--- src/rtl/sic_pkg.sv ---
package sic_pkg;
  typedef enum logic [1:0] {
    IDX_STATUS = 2'd0,
    IDX_EN_SET = 2'd1,
    IDX_EN_CLR = 2'd2,
    IDX_PASS   = 2'd3
  } sic_idx_e;
endpackage

--- src/rtl/sic_en_reg.sv ---
module sic_en_reg #(
  parameter int NUM_SRC = 32
) (
  input  logic               clk,
  input  logic               rst_n,
  input  logic               set_we,
  input  logic               clr_we,
  input  logic [NUM_SRC-1:0] wdata,
  output logic [NUM_SRC-1:0] en_q
);
  logic [NUM_SRC-1:0] en_d;
  logic               en_ce;

  always_comb begin
    en_ce = set_we | clr_we;
    en_d  = en_q;
    if (set_we) en_d = en_d | wdata;
    if (clr_we) en_d = en_d & ~wdata;
  end

  always_ff @(posedge clk or negedge rst_n) begin
    if (!rst_n)     en_q <= '0;
    else if (en_ce) en_q <= en_d;
  end

  // bits written as one are set afterwards
  p_set_bits_r2: assert property (@(posedge clk) disable iff (!rst_n)
    (set_we && !clr_we) |=> ((en_q & $past(wdata)) == $past(wdata)));

  // bits written as one are clear afterwards
  p_clr_bits_r3: assert property (@(posedge clk) disable iff (!rst_n)
    clr_we |=> ((en_q & $past(wdata)) == '0));

  // no write, no change
  p_hold_mask_r2: assert property (@(posedge clk) disable iff (!rst_n)
    (!set_we && !clr_we) |=> $stable(en_q));
endmodule

--- src/rtl/sic_pass_reg.sv ---
module sic_pass_reg #(
  parameter int NUM_SRC = 32,
  parameter int PASS_LO = 21
) (
  input  logic               clk,
  input  logic               rst_n,
  input  logic               we,
  input  logic [NUM_SRC-1:0] wdata,
  output logic [NUM_SRC-1:0] pt_q
);
  for (genvar i = 0; i < NUM_SRC; i++) begin : g_bit
    if (i < PASS_LO) begin : g_fixed
      assign pt_q[i] = 1'b0;
    end else begin : g_flop
      logic bit_d;
      logic bit_q;
      always_comb bit_d = wdata[i];
      always_ff @(posedge clk or negedge rst_n) begin
        if (!rst_n)  bit_q <= 1'b0;
        else if (we) bit_q <= bit_d;
      end
      assign pt_q[i] = bit_q;
    end
  end

  // selection only moves on its own write
  p_pass_hold_r7: assert property (@(posedge clk) disable iff (!rst_n)
    !we |=> $stable(pt_q));
endmodule

--- src/rtl/sic_route.sv ---
module sic_route #(
  parameter int NUM_SRC = 32
) (
  input  logic               clk,
  input  logic               rst_n,
  input  logic [NUM_SRC-1:0] src,
  input  logic [NUM_SRC-1:0] en,
  input  logic [NUM_SRC-1:0] pt,
  output logic [NUM_SRC-1:0] status,
  output logic               cascade_q,
  output logic [NUM_SRC-1:0] direct_q
);
  logic               cascade_d;
  logic [NUM_SRC-1:0] direct_d;

  always_comb begin
    status    = src & en;
    cascade_d = |(status & ~pt);
    direct_d  = src & pt;
  end

  always_ff @(posedge clk or negedge rst_n) begin
    if (!rst_n) begin
      cascade_q <= 1'b0;
      direct_q  <= '0;
    end else begin
      cascade_q <= cascade_d;
      direct_q  <= direct_d;
    end
  end

  // the cascade line needs an enabled asserted source one edge earlier
  p_cascade_cause_r5: assert property (@(posedge clk) disable iff (!rst_n)
    cascade_q |-> $past(|(src & en)));

  // a direct line needs its selection bit and its source one edge earlier
  p_direct_route_r6: assert property (@(posedge clk) disable iff (!rst_n)
    ((direct_q & ~($past(pt) & $past(src))) == '0));
endmodule

--- src/rtl/sic_route_ctrl.sv ---
module sic_route_ctrl #(
  parameter int NUM_SRC = 32,
  parameter int PASS_LO = 21,
  parameter int ADDR_W  = 4
) (
  input  logic               clk,
  input  logic               rst_n,
  input  logic [NUM_SRC-1:0] src_lvl,
  input  logic               bus_sel,
  input  logic               bus_wr,
  input  logic [ADDR_W-1:0]  bus_addr,
  input  logic [NUM_SRC-1:0] bus_wdata,
  output logic [NUM_SRC-1:0] bus_rdata,
  output logic               cascade_irq,
  output logic [NUM_SRC-1:0] direct_irq
);
  import sic_pkg::*;

  localparam int IDX_W = 2;

  logic               rst_meta_q;
  logic               rst_sync_n;
  logic               hi_zero;
  sic_idx_e           idx;
  logic               wr_set;
  logic               wr_clr;
  logic               wr_pass;
  logic               rd_ce;
  logic [NUM_SRC-1:0] en_q;
  logic [NUM_SRC-1:0] pt_q;
  logic [NUM_SRC-1:0] status;
  logic [NUM_SRC-1:0] rdata_d;

  // Reset: asserted at once, released after two edges
  always_ff @(posedge clk or negedge rst_n) begin
    if (!rst_n) begin
      rst_meta_q <= 1'b0;
      rst_sync_n <= 1'b0;
    end else begin
      rst_meta_q <= 1'b1;
      rst_sync_n <= rst_meta_q;
    end
  end

  // Address decode
  always_comb begin
    hi_zero = (bus_addr[ADDR_W-1:IDX_W] == '0);
    idx     = sic_idx_e'(bus_addr[IDX_W-1:0]);
    wr_set  = bus_sel && bus_wr && hi_zero && (idx == IDX_EN_SET);
    wr_clr  = bus_sel && bus_wr && hi_zero && (idx == IDX_EN_CLR);
    wr_pass = bus_sel && bus_wr && hi_zero && (idx == IDX_PASS);
    rd_ce   = bus_sel && !bus_wr;
  end

  sic_en_reg #(.NUM_SRC(NUM_SRC)) u_en (
    .clk    (clk),
    .rst_n  (rst_sync_n),
    .set_we (wr_set),
    .clr_we (wr_clr),
    .wdata  (bus_wdata),
    .en_q   (en_q)
  );

  sic_pass_reg #(.NUM_SRC(NUM_SRC), .PASS_LO(PASS_LO)) u_pass (
    .clk   (clk),
    .rst_n (rst_sync_n),
    .we    (wr_pass),
    .wdata (bus_wdata),
    .pt_q  (pt_q)
  );

  sic_route #(.NUM_SRC(NUM_SRC)) u_route (
    .clk       (clk),
    .rst_n     (rst_sync_n),
    .src       (src_lvl),
    .en        (en_q),
    .pt        (pt_q),
    .status    (status),
    .cascade_q (cascade_irq),
    .direct_q  (direct_irq)
  );

  // Read data mux and register
  always_comb begin
    rdata_d = '0;
    if (hi_zero) begin
      unique case (idx)
        IDX_STATUS: rdata_d = status;
        IDX_EN_SET: rdata_d = en_q;
        IDX_EN_CLR: rdata_d = '0;
        IDX_PASS:   rdata_d = pt_q;
        default:    rdata_d = '0;
      endcase
    end
  end

  always_ff @(posedge clk or negedge rst_sync_n) begin
    if (!rst_sync_n) bus_rdata <= '0;
    else if (rd_ce)  bus_rdata <= rdata_d;
  end

  // the clear port reads as zero
  p_clr_reads_zero_r9: assert property (@(posedge clk) disable iff (!rst_sync_n)
    (bus_sel && !bus_wr && bus_addr == ADDR_W'(IDX_EN_CLR)) |=> (bus_rdata == '0));

  // a status write leaves the mask and selection untouched
  p_status_wr_ignored_r9: assert property (@(posedge clk) disable iff (!rst_sync_n)
    (bus_sel && bus_wr && bus_addr == ADDR_W'(IDX_STATUS)) |=> ($stable(en_q) && $stable(pt_q)));

  // low selection bits never reach the direct lines
  p_low_direct_zero_r7: assert property (@(posedge clk) disable iff (!rst_sync_n)
    direct_irq[PASS_LO-1:0] == '0);
endmodule

--- config.mk ---
export PLATFORM = sky130hd
export DESIGN_NAME = sic_route_ctrl
export DESIGN_NICKNAME = d
export VERILOG_FILES = /design/src/rtl/sic_pkg.sv /design/src/rtl/sic_en_reg.sv /design/src/rtl/sic_pass_reg.sv /design/src/rtl/sic_route.sv /design/src/rtl/sic_route_ctrl.sv
export SDC_FILE = /design/constraint.sdc
export NUM_CORES = 1
export LEC_CHECK = 0
export BUFFER_PORTS_ARGS = -buffer_cell sky130_fd_sc_hd__buf_2
export CAP_MARGIN = 20
export CORE_MARGIN = 10
export CORE_UTILIZATION = 60
export CTS_BUF_LIST = sky130_fd_sc_hd__clkbuf_4 sky130_fd_sc_hd__clkbuf_8
export DETAILED_ROUTE_END_ITERATION = 10
export PLACE_DENSITY = 0.88
export SYNTH_ARGS = -nofsm -noshare
export SYNTH_HDL_FRONTEND = slang
export SYNTH_HIERARCHICAL = 1
export SYNTH_SLANG_ARGS = --single-unit
--- constraint.sdc ---
create_clock -name clk -period 5.5 [get_ports clk]
set_clock_uncertainty 0.2 [all_clocks]
set_input_delay 0.275 -clock clk [delete_from_list [all_inputs] [get_ports clk]]
set_output_delay 0.275 -clock clk [all_outputs]
set_load 0.01 [all_outputs]
# Yosys cells after proc, flatten, opt, wreduce, memory -nomap -nowiden
# Cells that the tools add are included.
# word_totals
regBits	110
input_bits	72
out_inout_bits	65
elab_cells	42
# op_classes
n_eq_ne	3
mux	4
bitwise_logic	8
reduce_logical	10
# op_table
cell	count
AND 32 bit	4
case mux 32 bit (4 select lines)	1
two-way mux 32 bit	3
NOT 32 bit	2
bitwise OR 32 bit	1
OR reduction 32 bit	1
logical AND 1 bit	6
equality test 2 bit (second input constant)	2
zero test 2 bit	2
equality test 2 x 1 -> 1 bit (second input constant)	1
zero test 1 bit	1
bitwise OR 1 bit	1

# Longest topological paths before layout
# logic_depth
depth_word	6
mapped_depth	8
mapped_depth_nobuf	5

# Hierarchy
# The synthesis kept the hierarchy.
# modules_own_cells
module	instances	cells_per_inst	area_each_um2	seq_area_each_um2
sic_route_ctrl	1	226	2030.7	850.8
sic_route	1	150	1406.3	825.8
sic_en_reg	1	102	1169.9	800.8
sic_pass_reg	1	56	691.9	275.3

# Least setup slack after synthesis
# No wires, ideal clock.
# synth_path
path_type	input to register
from	input bus_addr[0]
to	register u_en.en_q[0]
setup_ns	0.077
arrival_time_ns	1.633
required_time_ns	5.223
path_slack_ns	3.589
stages	8
path_buffers	4
path_cell_list	clkbuf_1 buf_6 buf_2 inv_1 nor3_1 buf_6 a21oi_1 a21oi_1
# synth_via
elab_chain_cells	5
word_cells_on_any_way	8
cone_classes	eq/ne: 2; mux: 2; bitwise: 2; reduce/logical: 2
# synth_rtl
item	line_no	source
start, declared	sic_route_ctrl.sv:11	input logic [ADDR_W-1:0] bus_addr,
equality test 2 x 1 -> 1 bit *	sic_route_ctrl.sv:49	wr_set = bus_sel && bus_wr && hi_zero && (idx == IDX_EN_SET);
logical AND 1 bit *	sic_route_ctrl.sv:49	
named net wr_set	sic_route_ctrl.sv:25	logic wr_set;
two-way mux 32 bit	sic_en_reg.sv:17	if (set_we) en_d = en_d | wdata;
AND 32 bit	sic_en_reg.sv:18	if (clr_we) en_d = en_d & ~wdata;
two-way mux 32 bit	sic_en_reg.sv:18	
end signal, assigned	sic_en_reg.sv:23	else if (en_ce) en_q <= en_d;
end, declared	sic_en_reg.sv:9	output logic [NUM_SRC-1:0] en_q
# The timed path passes the listed nets; every way through them passes the cells marked *.
# A chain may end at the register's enable or synchronous reset.

# Final worst setup path
# layout_path
from	input bus_addr[1]
to	register u_en.en_q[5]
# layout_via
word_cells_on_any_way	8
cone_classes	eq/ne: 2; mux: 2; bitwise: 2; reduce/logical: 2
# layout_rtl
item	line_no	source
equality test 2 bit *	sic_route_ctrl.sv:50	wr_clr = bus_sel && bus_wr && hi_zero && (idx == IDX_EN_CLR);
logical AND 1 bit *	sic_route_ctrl.sv:50	
named net wr_clr	sic_route_ctrl.sv:26	logic wr_clr;
two-way mux 32 bit / bitwise OR 1 bit (equally long branches)	sic_en_reg.sv:18, sic_en_reg.sv:15	
# Marked as above.

==> impl_results.rst <==
.. list-table::
   :header-rows: 1

   * - Metric
     - Value
   * - Count of buffers added by post-CTS timing repair for setup
     - 0
   * - Final cell count without fillers
     - 806
   * - R2r worst-path depth
     - 1
   * - CTS-repair resized insts
     - 0
   * - Ys async rst share
     - 100%
   * - Leak pwr
     - 0.00361 µW
   * - Kind of path behind the tightest hold check
     - reg2async
   * - Layout cells sized above 1
     - 25.8%
   * - Area occupied by registers
     - 2760 µm²
   * - Highest fanout seen on the critical path
     - 34
   * - Placement row count
     - 34
   * - Final wirelength
     - 14.8 mm
   * - Vias in the first global route
     - 4740
   * - Final Hold Violating Endpoints
     - 0
   * - Synth Cell Area
     - 5300 µm²
   * - Total of fill cells in the finished design
     - 609
   * - Syn_area_per_cell
     - 9.92 µm²
   * - Maximum VDD drop
     - 0.000179 V
   * - Clk sinks
     - 110
   * - Pwr dens
     - 292 nW/µm²
   * - Post-Route Utilization
     - 75.1%
   * - Num CTS Buffers
     - 9
   * - Final period utilization
     - 57.3%
   * - Vert. Die Dim
     - 114 µm
   * - Clock tree from TritonCTS
     - built
   * - Number of pins exceeding their max-slew limit in the final report
     - 0
   * - Compound-Gate Fraction of Synth Area
     - 14.0%
   * - Timing-limited maximum frequency
     - 318 MHz
   * - Max-capacitance violation count
     - 0
   * - Synthesized instance count
     - 534
   * - Initial antenna violation count
     - 2
   * - Final HPWL DP
     - 10.0 mm
   * - DRC violations left
     - 0
   * - DR vias
     - 4436
   * - Arrival time at the worst endpoint
     - 3.19 ns
   * - Crit path time final
     - 3.15 ns
   * - Cell type contributing the most total cell area after synthesis
     - dfrtp_1
   * - Synth Area in XOR/XNOR
     - 0%
   * - Clock H-tree levels
     - 3
   * - Synth unique cells
     - 25
   * - Clock latency on the worst-skew pair
     - 0.37 ns
   * - Warnings from Yosys
     - 6
   * - Routed wire per std cell
     - 18.3 µm
   * - GRT Total Usage
     - 23.0%
   * - Number of buffers on the longest clock path
     - 2
   * - Number of flip-flops and latches in the synthesized netlist
     - 110
   * - Root buf cell
     - clkbuf_8
   * - First-pass GRT wire length
     - 24.2 mm
   * - Ranking of synthesized cells by area
     - dfrtp_1 (52%), nand2_1 (8.9%), a21oi_1 (6.0%)
   * - Final net count
     - 764
   * - Setup repair after global routing missed its margin
     - false
   * - Share of synthesized area occupied by flip-flops and latches
     - 51.9%
   * - Setup-violating endpoint count in the final report
     - 0
   * - Total negative slack
     - 0 ns
   * - Nature of the critical path startpoint
     - input port
   * - Transition time at the pin with the least slew margin
     - 1.04 ns
   * - Core area
     - 8680 µm²
   * - DRT iter0 DRCs
     - 278
   * - Data required time at the worst endpoint
     - 5.54 ns
   * - Area of the die
     - 13000 µm²
   * - Clock-pin slew on the worst setup and hold paths
     - 0.10 ns
   * - Antenna viol nets, final
     - 0
   * - Area of the multi-input gates
     - 2090 µm²
   * - Number of placed instances, taps included
     - 744
   * - Area share of and/or/nand/nor cells after synthesis
     - 14.5%
   * - Detailed-route vias per instance
     - 5.50
   * - Start-to-end type of the worst setup path
     - in2reg
   * - Count of pins on the block boundary
     - 137
   * - Pin count of the biggest net entering global routing
     - 67
   * - Number of flops mapped to enable cells by yosys
     - 0
   * - Max-slew headroom at the worst pin
     - 30.4%
   * - Combinational family with the most area after synthesis
     - simple AND/OR/NAND/NOR gates
   * - Leftover overflow at the end of global routing
     - 0
   * - Most used DFF post-synth
     - dfrtp_1
   * - Post-synthesis share of cell area spent on full adders, half adders and majority gates
     - 0%
   * - Portion of netlist area occupied by mux cells
     - 9.09%
   * - Final RePlAce weighted congestion
     - 0.804
   * - Status
     - finished clean
   * - Port bufs
     - 136
   * - Starting utilization of the core area
     - 61.1%
   * - Layout Area Growth over Synthesis
     - 23.0%
   * - Die X
     - 114 µm
   * - Overall power of the completed layout
     - 1900 µW
   * - Drt first pass iters
     - 5
   * - Critical path endpoint category
     - register
   * - CTS Hold Buffers Added
     - 45
   * - Area share of the largest cell type after synthesis
     - 51.9%
==> cell type report <==
type	instances	area share (%)
diodes	1	0.0384
clock buffers	10	2.11
clock inverters	6	1.31
inverters	34	1.96
multi-input cells	349	32.1
flip-flops and latches	110	42.3
well taps	108	2.07
repair buffers	188	18.2
==> cell usage in the layout, fill, tap and decap left out, types with 2 or more instances in the layout <==
master / n
a21oi_1: 64
a32o_1: 32
and2_1: 31
buf_2: 136
buf_4: 7
bufinv_16: 2
clkbuf_8: 10
clkinv_2: 2
clkinvlp_4: 2
conb_1: 22
dfrtp_1: 109
dlygate4sd3_1: 45
inv_1: 33
mux2_4: 10
mux2i_1: 32
nand2_1: 125
nand2_2: 3
nor3_2: 3
nor4_1: 4
o22ai_1: 16
==> synthesized netlist by cell type, types with 2 or more instances <==
cell type and n:
nand2_1 125, buf_4 35, nand2_2 3, and2_1 31
conb_1 2, inv_1 33, buf_2 13, mux2_4 10
nor3_1 3, dfrtp_1 110, nor4_1 4, clkbuf_1 7
a32o_1 32, a21oi_1 64, mux2i_1 32, buf_6 6
o22ai_1 16
==> sequential cells by signal, summed over array words and instances, names as in the netlist <==
register and count:
bus_rdata 32, u_en/en_q 32, u_route/direct_q 32, u_pass/g_bit.g_flop.bit_q 11, rst_meta_q 1, rst_sync_n 1, u_route/cascade_q 1
==> path summary, 6_finish.rpt <==
| path | start | to | slack [ns] |
|---|---|---|---|
| max in group asynchronous | rst_sync_n | bus_rdata[1] | 3.77 |
| min in group clk | rst_meta_q | rst_sync_n | 0.16 |
| setup reg to reg | rst_sync_n | bus_rdata[1] | 3.77 |
| hold reg to reg | rst_sync_n | bus_rdata[6] | 0.13 |
| hold / removal | rst_sync_n | bus_rdata[6] | 0.13 |
| setup / recovery | bus_addr[1] | u_en/en_q[5] | 2.35 |
==> power breakdown <==
part	switching, µW	total (µW)	internal, µW	leakage, µW
registers	79.1	983	903	0.00144
clock network	272	539	267	0.000108
logic	202	380	178	0.00206
total	553	1900	1350	0.00361
==> cells by family (layout without fill, tap and decap cells) <==
family / after synthesis / count (layout)
AND/OR/NAND/NOR: 172 / 172
AO/OA/AOI/OAI: 112 / 112
flip-flops: 110 / 110
buffers and inverters: 95 / 238
multiplexers: 43 / 43
other: 2 / 23
==> stage by stage <==
stage               cell area, µm²  hold WS, ns  setup WS (ns)
detailed placement            5840       -0.139           2.07
CTS                           6520        0.163           2.43
global placement              5840       -0.139           2.19
floorplan                     5370       -0.221           2.01
finish                        6520        0.130           2.35
global route                  6520        0.183           2.22
==> critical path: stages <==
cell      delay (ns)
buf_2           0.57
clkinv_1        0.56
buf_4           0.39
nor3_2          0.87
buf_4           0.39
a21oi_1         0.11
==> per-layer routing <==
metal	up-vias	GRT usage, %	part of all wire (%)
met3	43	6.25	7.2
met5	-	0	0.088
met4	2	14.2	4.2
met1	2132	25.2	37
li1	2073	-	-
met2	186	38.8	51
Power figures use the tool's default switching activity.
